===== config.mk =====
export PLATFORM = sky130hd
export DESIGN_NAME = halfsine_fold_fir
export DESIGN_NICKNAME = d
export VERILOG_FILES = /design/src/rtl/hsff_pkg.sv /design/src/rtl/hsff_tapline.sv /design/src/rtl/hsff_coefbank.sv /design/src/rtl/hsff_foldsum.sv /design/src/rtl/halfsine_fold_fir.sv
export SDC_FILE = /design/constraint.sdc
export NUM_CORES = 2
export LEC_CHECK = 0
export BUFFER_PORTS_ARGS = -buffer_cell sky130_fd_sc_hd__clkbuf_2
export CAP_MARGIN = 20
export CORE_UTILIZATION = 40
export DETAILED_ROUTE_END_ITERATION = 6
export SLEW_MARGIN = 20
export SYNTH_ARGS = -nofsm -noshare
export SYNTH_HDL_FRONTEND = slang
export SYNTH_HIERARCHICAL = 1
export SYNTH_SLANG_ARGS = --single-unit

===== constraint.sdc =====
create_clock -name clk -period 12.9 [get_ports clk]
set_clock_uncertainty 0.05 [all_clocks]
set_input_delay 0.645 -clock clk [delete_from_list [all_inputs] [get_ports clk]]
set_output_delay 0.645 -clock clk [all_outputs]
set_load 0.05 [all_outputs]

===== src/rtl/hsff_pkg.sv =====
package hsff_pkg;

   typedef enum logic [1:0] {
      SRC_ZERO = 2'd0,
      SRC_PREV = 2'd1,
      SRC_IN   = 2'd2
   } tap_src_t;

   localparam int RATE_CODES = 8;
   localparam int MAX_LEN    = 30;

   // coefficient count per rate code (rate in Msps)
   function automatic int rate_msps(input int code);
      case (code)
         0: return 30;
         1: return 15;
         2: return 10;
         3: return 6;
         4: return 5;
         5: return 3;
         6: return 2;
         default: return 1;
      endcase
   endfunction

   function automatic int pairs_of(input int len);
      return (len + 1) / 2;
   endfunction

   // rational half-sine sample for pair j (j=0 innermost) of a 2*pairs span
   function automatic int hs_coef(input int pairs, input int j, input int amp);
      int a;
      int b;
      int num;
      int den;
      if (j >= pairs) return 0;
      a   = 2 * (pairs - 1 - j) + 1;
      b   = 4 * pairs;
      num = 16 * a * (b - a);
      den = 5 * b * b - 4 * a * (b - a);
      return (2 * amp * num + den) / (2 * den);
   endfunction

endpackage


===== src/rtl/hsff_tapline.sv =====
module hsff_tapline import hsff_pkg::*; #(
   parameter int DATA_W = 8,
   parameter int NCOEF  = 30
)(
   input  logic                           clk,
   input  logic                           rst_n,
   input  logic                           flush,
   input  logic                           shift,
   input  logic [2:0]                     rate_sel,
   input  logic [DATA_W-1:0]              din,
   output logic [NCOEF-1:0][DATA_W-1:0]   taps
);
   localparam int NPAIR = NCOEF / 2;
   localparam int IDX_W = $clog2(NCOEF + 1);

   logic [IDX_W-1:0] lo_idx;
   logic [IDX_W-1:0] hi_idx;

   always_comb begin
      int p;
      p      = pairs_of(rate_msps(int'(rate_sel)));
      lo_idx = IDX_W'(NPAIR - p);
      hi_idx = IDX_W'(NPAIR - 1 + p);
   end

   for (genvar i = 0; i < NCOEF; i++) begin : g_el
      tap_src_t          src;
      logic [DATA_W-1:0] prev_v;
      logic [DATA_W-1:0] q;

      if (i == 0) begin : g_head
         assign prev_v = '0;
      end else begin : g_body
         assign prev_v = taps[i-1];
      end

      always_comb begin
         if (IDX_W'(i) < lo_idx || IDX_W'(i) > hi_idx) src = SRC_ZERO;
         else if (IDX_W'(i) == lo_idx)                 src = SRC_IN;
         else                                          src = SRC_PREV;
      end

      always_ff @(posedge clk or negedge rst_n) begin
         if (!rst_n)                         q <= '0;
         else if (flush || src == SRC_ZERO)  q <= '0;
         else if (shift)                     q <= (src == SRC_IN) ? din : prev_v;
      end

      assign taps[i] = q;
   end

endmodule


===== src/rtl/hsff_coefbank.sv =====
module hsff_coefbank import hsff_pkg::*; #(
   parameter int COEF_W = 8,
   parameter int NPAIR  = 15,
   parameter int QSEL_W = 3
)(
   input  logic [2:0]                     rate_sel,
   input  logic [QSEL_W-1:0]              qdig_sel,
   output logic [NPAIR-1:0][COEF_W-1:0]   coef
);
   localparam int AMP = 2 ** (COEF_W - 1) - 1;

   logic [COEF_W-1:0] keep_mask;

   always_comb begin
      if (int'(qdig_sel) >= COEF_W - 1) keep_mask = '1;
      else keep_mask = {COEF_W{1'b1}} << (COEF_W - 1 - int'(qdig_sel));
   end

   for (genvar j = 0; j < NPAIR; j++) begin : g_pair
      logic [RATE_CODES-1:0][COEF_W-1:0] row;
      for (genvar r = 0; r < RATE_CODES; r++) begin : g_rate
         localparam int CV = hs_coef(pairs_of(rate_msps(r)), j, AMP);
         assign row[r] = COEF_W'(CV);
      end
      assign coef[j] = row[rate_sel] & keep_mask;
   end

endmodule


===== src/rtl/hsff_foldsum.sv =====
module hsff_foldsum #(
   parameter int DATA_W = 8,
   parameter int COEF_W = 8,
   parameter int NCOEF  = 30,
   parameter int OUT_W  = 21
)(
   input  logic [NCOEF-1:0][DATA_W-1:0]    taps,
   input  logic [NCOEF/2-1:0][COEF_W-1:0]  coef,
   output logic signed [OUT_W-1:0]         acc
);
   localparam int NPAIR  = NCOEF / 2;
   localparam int PRE_W  = DATA_W + 1;
   localparam int PROD_W = PRE_W + COEF_W;

   logic signed [PROD_W-1:0] prod [NPAIR];

   for (genvar j = 0; j < NPAIR; j++) begin : g_fold
      logic signed [PRE_W-1:0] pre;
      assign pre = $signed({taps[NPAIR-1-j][DATA_W-1], taps[NPAIR-1-j]})
                 + $signed({taps[NPAIR+j][DATA_W-1],   taps[NPAIR+j]});
      assign prod[j] = PROD_W'(pre) * PROD_W'($signed(coef[j]));
   end

   always_comb begin
      acc = '0;
      for (int j = 0; j < NPAIR; j++) acc += OUT_W'(prod[j]);
   end

endmodule


===== src/rtl/halfsine_fold_fir.sv =====
module halfsine_fold_fir import hsff_pkg::*; #(
   parameter  int DATA_W = 8,
   parameter  int COEF_W = 8,
   parameter  int NCOEF  = 30,
   localparam int QSEL_W = $clog2(COEF_W),
   localparam int OUT_W  = DATA_W + 1 + COEF_W + $clog2(NCOEF / 2)
)(
   input  logic                     clk,
   input  logic                     rst_n,
   input  logic                     flush,
   input  logic                     in_valid,
   input  logic signed [DATA_W-1:0] din,
   input  logic [2:0]               rate_sel,
   input  logic [QSEL_W-1:0]        qdig_sel,
   output logic                     out_valid,
   output logic signed [OUT_W-1:0]  dout
);
   if (NCOEF % 2 != 0 || NCOEF < MAX_LEN) begin : g_bad_len
      $error("NCOEF must be even and at least the longest pulse");
   end
   if (DATA_W < 2 || COEF_W < 2) begin : g_bad_width
      $error("DATA_W and COEF_W must be at least 2");
   end

   logic [NCOEF-1:0][DATA_W-1:0]   taps;
   logic [NCOEF/2-1:0][COEF_W-1:0] coef;
   logic signed [OUT_W-1:0]        acc;
   logic                           v1;

   hsff_tapline #(.DATA_W(DATA_W), .NCOEF(NCOEF)) u_line (
      .clk      (clk),
      .rst_n    (rst_n),
      .flush    (flush),
      .shift    (in_valid),
      .rate_sel (rate_sel),
      .din      (din),
      .taps     (taps)
   );

   hsff_coefbank #(.COEF_W(COEF_W), .NPAIR(NCOEF/2), .QSEL_W(QSEL_W)) u_coef (
      .rate_sel (rate_sel),
      .qdig_sel (qdig_sel),
      .coef     (coef)
   );

   hsff_foldsum #(.DATA_W(DATA_W), .COEF_W(COEF_W), .NCOEF(NCOEF), .OUT_W(OUT_W)) u_sum (
      .taps (taps),
      .coef (coef),
      .acc  (acc)
   );

   always_ff @(posedge clk or negedge rst_n) begin
      if (!rst_n) begin
         v1        <= 1'b0;
         out_valid <= 1'b0;
         dout      <= '0;
      end else if (flush) begin
         v1        <= 1'b0;
         out_valid <= 1'b0;
         dout      <= '0;
      end else begin
         v1        <= in_valid;
         out_valid <= v1;
         if (v1) dout <= acc;
      end
   end

endmodule


# Word level (Yosys, flattened, before mapping)
# Memories as Yosys holds them, arrays and structs flattened.
# Cells that the tools add are included.
classes:
  addsub: 34
  multipliers: 15
  magnitude_cmp: 62
  eq_ne: 65
  shifts: 1
  n_mux: 171
  bitwise: 16
  n_reduce_logical: 123
ops:
  columns: ["operator", "count"]
  rows:
  - ["$mux 8", 106]
  - ["$mul 9x8->17", 15]
  - ["$add 21x17->21", 12]
  - ["$add 8x8->9", 15]
  - ["$and 8x8->8", 15]
  - ["$mux 2", 60]
  - ["$eq 5x5->1 const A", 14]
  - ["$gt 5x5->1 const A", 14]
  - ["$lt 5x5->1 const A", 14]
  - ["$reduce_bool 2->1", 31]
  - ["$eq 2x2->1 const B", 30]
  - ["$logic_not 2->1", 30]
  - ["$logic_or 1x1->1", 60]
  - ["$mux 21", 2]
  - ["$eq 4x5->1 const A", 8]
  - ["$gt 4x5->1 const A", 8]
  - ["$lt 4x5->1 const A", 8]
  - ["$pmux 5 s7", 1]
  - ["$shl 8x32->8 const A", 1]
  - ["$eq 3x5->1 const A", 4]
  - ["$gt 3x5->1 const A", 4]
  - ["$lt 3x5->1 const A", 4]
  - ["$add 18x17->19", 1]
  - ["$add 17x17->18", 1]
  - ["20 further kinds", 29]
word_totals:
  register_bits: 263
  romBits: 960
  input_bits: 18
  out_inout_bits: 22
  word_cells: 535
  mem_count: 15
mem_list:
  columns: ["name", "depth", "width", "read_ports", "rd_ports_with_merged_regs", "write_ports", "line", "rtl"]
  rows:
  - ["(name not given)", 8, 8, 1, 0, 0, "hsff_coefbank.sv:25", "assign coef[j] = row[rate_sel] & keep_mask;"]
  - ["(name not given)", 8, 8, 1, 0, 0, "hsff_coefbank.sv:25", null]
  - ["(name not given)", 8, 8, 1, 0, 0, "hsff_coefbank.sv:25", null]
  - ["(name not given)", 8, 8, 1, 0, 0, "hsff_coefbank.sv:25", null]
  - ["(name not given)", 8, 8, 1, 0, 0, "hsff_coefbank.sv:25", null]
  - ["(name not given)", 8, 8, 1, 0, 0, "hsff_coefbank.sv:25", null]
  - ["9 more memories", null, null, null, null, null, null, null]

# Logic depth before layout (Yosys ltp)
logic_depth:
  ltp_word: 21
  depth_mapped: 41
  ltp_nobuf: 41

# By module
# Netlist, hierarchy kept.
by_module_without_submodules:
  columns: ["mod", "n_inst", "cells_each", "area_each_um2", "seq_area_each_um2"]
  rows:
  - ["hsff_foldsum", 1, 5195, 49935.4, 0.0]
  - ["hsff_tapline", 1, 944, 10555.1, 6005.8]
  - ["hsff_coefbank", 1, 156, 1054.8, 0.0]
  - ["halfsine_fold_fir", 1, 72, 937.1, 575.6]

# Worst setup path after synthesis
# No wires, ideal clock.
synth_timing:
  path_type: "input port to flip-flop"
  start: "input rate_sel[1]"
  end: "register dout[20]"
  setup_time_ns: 0.121
  arrival_ns: 9.699
  path_slack_ns: 3.030
  cell_stages: 34
  n_path_buf: 3
  cell_sequence: "buf_2 > inv_1 > ha_1 > nand2b_1 > nor2_1 > buf_4 > clkbuf_1 > nand2_1 > fa_1 > inv_1 > fa_1 > inv_1 > fa_1 > fa_1 > fa_1 > inv_1 > fa_1 > fa_1 > fa_1 > fa_1 > inv_1 > fa_1 > inv_1 > fa_1 > ha_1 > a21o_1 > a21oi_2 > o31ai_2 > o22a_1 > nor2b_4 > o41a_1 > xnor2_1 > mux2i_1 > nor2_1"
synth_rtl:
  columns: ["element", "line", "rtl"]
  rows:
  - ["from (decl)", "halfsine_fold_fir.sv:13", "input logic [2:0] rate_sel,"]
  - ["to (signal assigned)", "halfsine_fold_fir.sv:56", "dout <= '0;"]
  - ["to (signal assigned)", "halfsine_fold_fir.sv:60", "dout <= '0;"]
  - ["to (signal assigned)", "halfsine_fold_fir.sv:64", "if (v1) dout <= acc;"]
  - ["to (decl)", "halfsine_fold_fir.sv:16", "output logic signed [OUT_W-1:0] dout"]

==> flow_summary.toml <==
[final_layout]
syn2layout_area_growth_pct = 6.14
n_fill_cell = 15200
instances_no_fill = 8442
nets = 8275
design_area_mm2 = 0.0663
drive_gt1_share_pct = 4.14

[floorplan]
fp.dieH_um = 397
io_pins = 40
rows = 144
start_util_pct = 40.4
die_w_um = 397
core_mm2 = 0.155
dieArea_mm2 = 0.158

[placed_design]
dp_slack_ps = 1300
globalplace.congestion = 1.00
placed_cells = 8378
port_buffers = 39
dp.final_hpwl_um = 161000
placed_cell_area_mm2 = 0.0651

[routing]
drcViolationCount = 1
wl_um = 185000
via_per_inst = 5.02
post_drt_wl_per_cell_um = 21.9
ant_nets = 0
first_iter_violations = 3135
num_vias = 42400
drt_pass1_iterations = 7

[yosys]
yosysWarnings = 6
synth.most_common_cell = "inv_1"
syn_area_mm2 = 0.0625
syn_inst = 6367
ys_ff_latch = 263
netlist.area_leader.share_pct = 47.0
avgSynthCellArea_um2 = 9.81
synthTopCellsByArea = "fa_1 (47%), dfrtp_1 (11%), inv_1 (10%), ha_1 (8.4%), and2_1 (4.5%)"
synth_edf_count = 0
synthArstFlopShare_pct = 100
synth_common_cells = "inv_1 (1673), fa_1 (1468), nand2_1 (559)"
ys_seq_area_share_pct = 10.5
synthFlopType = "dfrtp_1"
synth_cell_type_count = 75
yosys.area.top_type = "fa_1"

[clocking]
h-tree-depth = 2
clock_latency_ps = 610
cts_tree = "yes"
cts_resized = 0
cts-root-buf = "clkbuf_16"
path_clk_slew_ps = 70
cts_buffers = 34
clkSinkCount = 263
clockBufferDepth = 3
holdBufCountCts = 0
cts_setup_buffers = 0

[timing]
finalCriticalPeriod_ps = 11170
worst_pin_slew_ps = 1160
hold-worst-slack_ps = -14.0
hold_viol_final = 5
setup_viol = 0
drv_slew = 0
setup_tns_ps = 0
rsz0062_at_grt = "no"
setup_ws_ps = 1730
fin_crit_sh_pct = 86.6
max_clock_freq_mhz = 89.6
slew_headroom_pct = 22.6

[critical_path]
cp_slowest_cell = "nor2_4"
cp-end-kind = "flip-flop"
startpoint_type = "input port"
path_max_fanout = 31
critPathArrivalTime_ps = 11660
critPathMaxStageDelay_ps = 710
crit_type = "in2reg"
crit_required_ps = 13400
crit_path_frequent_cell = "fa_1"

[global_route]
grt_first_pass_wirelength_um = 285000
use_met1_pct = 34.1
grtUsageMet2_pct = 39.5
use_met3_pct = 3.44
grt_busiest_layer = "met2"
grt_remaining_overflow = 0
antenna_found_initial = 7
grt_max_degree = 79
grt_pass1_vias = 45700
track_usage_pct = 24.3

[outcome]
outcome = "finished with violations"
violations = "design-rule violations, negative hold slack"

[hold_path]
min_path_type = "in2async"

[flow_run]
maxCapViolCount = 0
cells by family (layout without fill, tap and decap cells):
kind of cell | count (synthesis) | in the layout | share of synthesized area, %
XOR/XNOR | 123 | 123 | 1.75
adder cells (fa/ha/maj) | 1886 | 1886 | 55.4
AND/OR/NAND/NOR | 1607 | 1607 | 12.8
other | 1 | 55 | 0.00600
AO/OA/AOI/OAI | 419 | 419 | 4.80
multiplexers | 167 | 167 | 2.71
flip-flops | 263 | 263 | 10.5
buffers and inverters | 1901 | 1878 | 12.0
state kept, by name, summed over array words and instances (netlist names):
name and flops:
dout 21, out_valid 1, v1 1, u_line/g_el.prev_v 8, u_line/g_el.q 232
cell usage in the layout, fill, tap and decap left out, types with 7 or more instances in the layout:
cell / n
and2_1: 454
dfrtp_1: 263
a21o_1: 30
a21oi_1: 44
o21bai_1: 11
nor2_1: 275
mux2_2: 8
o21ai_1: 13
nand2_1: 559
o21a_1: 17
a21boi_0: 13
buf_4: 102
inv_1: 1673
o21ai_0: 87
xor2_1: 26
nor3_1: 33
nor2b_1: 105
xnor2_2: 9
nor3b_1: 8
o2bb2ai_1: 22
nor3_2: 11
a22oi_1: 33
a21boi_1: 7
ha_1: 418
mux2i_1: 158
conb_1: 52
clkbuf_2: 37
o41a_1: 8
a31oi_1: 7
fa_1: 1468
xnor2_1: 85
a22o_1: 56
nand3_1: 8
a311oi_1: 16
a211oi_1: 19
nand2b_1: 113
clkbuf_16: 34
path summary, 6_finish.rpt:
path                       cells past startpoint                   end            startpoint  slack [ps]
setup / recovery                              36              dout[15]           rate_sel[0]        1730
hold / removal                                 1  u_line/g_el[16].q[5]                 rst_n         -10
setup reg to reg                              35              dout[19]  u_line/g_el[11].q[0]        1870
hold reg to reg                                2               dout[8]               dout[8]         480
max in group asynchronous                      3             out_valid                 rst_n       10620
min in group clk                               2               dout[8]               dout[8]         480
area by class of cell:
| class | count | area (um^2) | share of cell area (%) |
|---|---|---|---|
| Clock buffer | 44 | 938 | 1.41 |
| Tap cell | 2044 | 2560 | 3.86 |
| Inverter | 1675 | 6290 | 9.48 |
| Multi-Input combinational cell | 4254 | 48800 | 73.5 |
| Antenna cell | 3 | 7.51 | 0.0113 |
| Clock inverter | 16 | 196 | 0.296 |
| Sequential cell | 263 | 6580 | 9.92 |
| Timing Repair Buffer | 143 | 997 | 1.50 |
per-layer routing:
layer,routed length (um),vias up,part of all wire (%)
met4,5590,2,3.0
met1,80600,22300,44
met2,86800,1207,47
li1,-,18600,-
met3,12200,217,6.6
met5,13,-,0.0070
metrics by stage:
stage               hold slack, ps  util, %
global route                  44.9     42.9
global placement               458     42.1
floorplan                      299        -
CTS                           11.2     42.9
finish                       -14.0     42.9
detailed placement             464     42.1
critical path: cells and delay by family:
kind | cells | cell delay (ps)
AOI/OAI and AO/OA | 3 | 980
xor gates and xnor gates | 1 | 370
adders and majority gates | 14 | 6340
buffers and inverters | 10 | 1460
muxes | 1 | 130
and+or+nand+nor | 7 | 1690
Power is left out: the tool's default activity adds up to more than one toggle a clock period on the data nets, which glitch-free logic cannot reach.
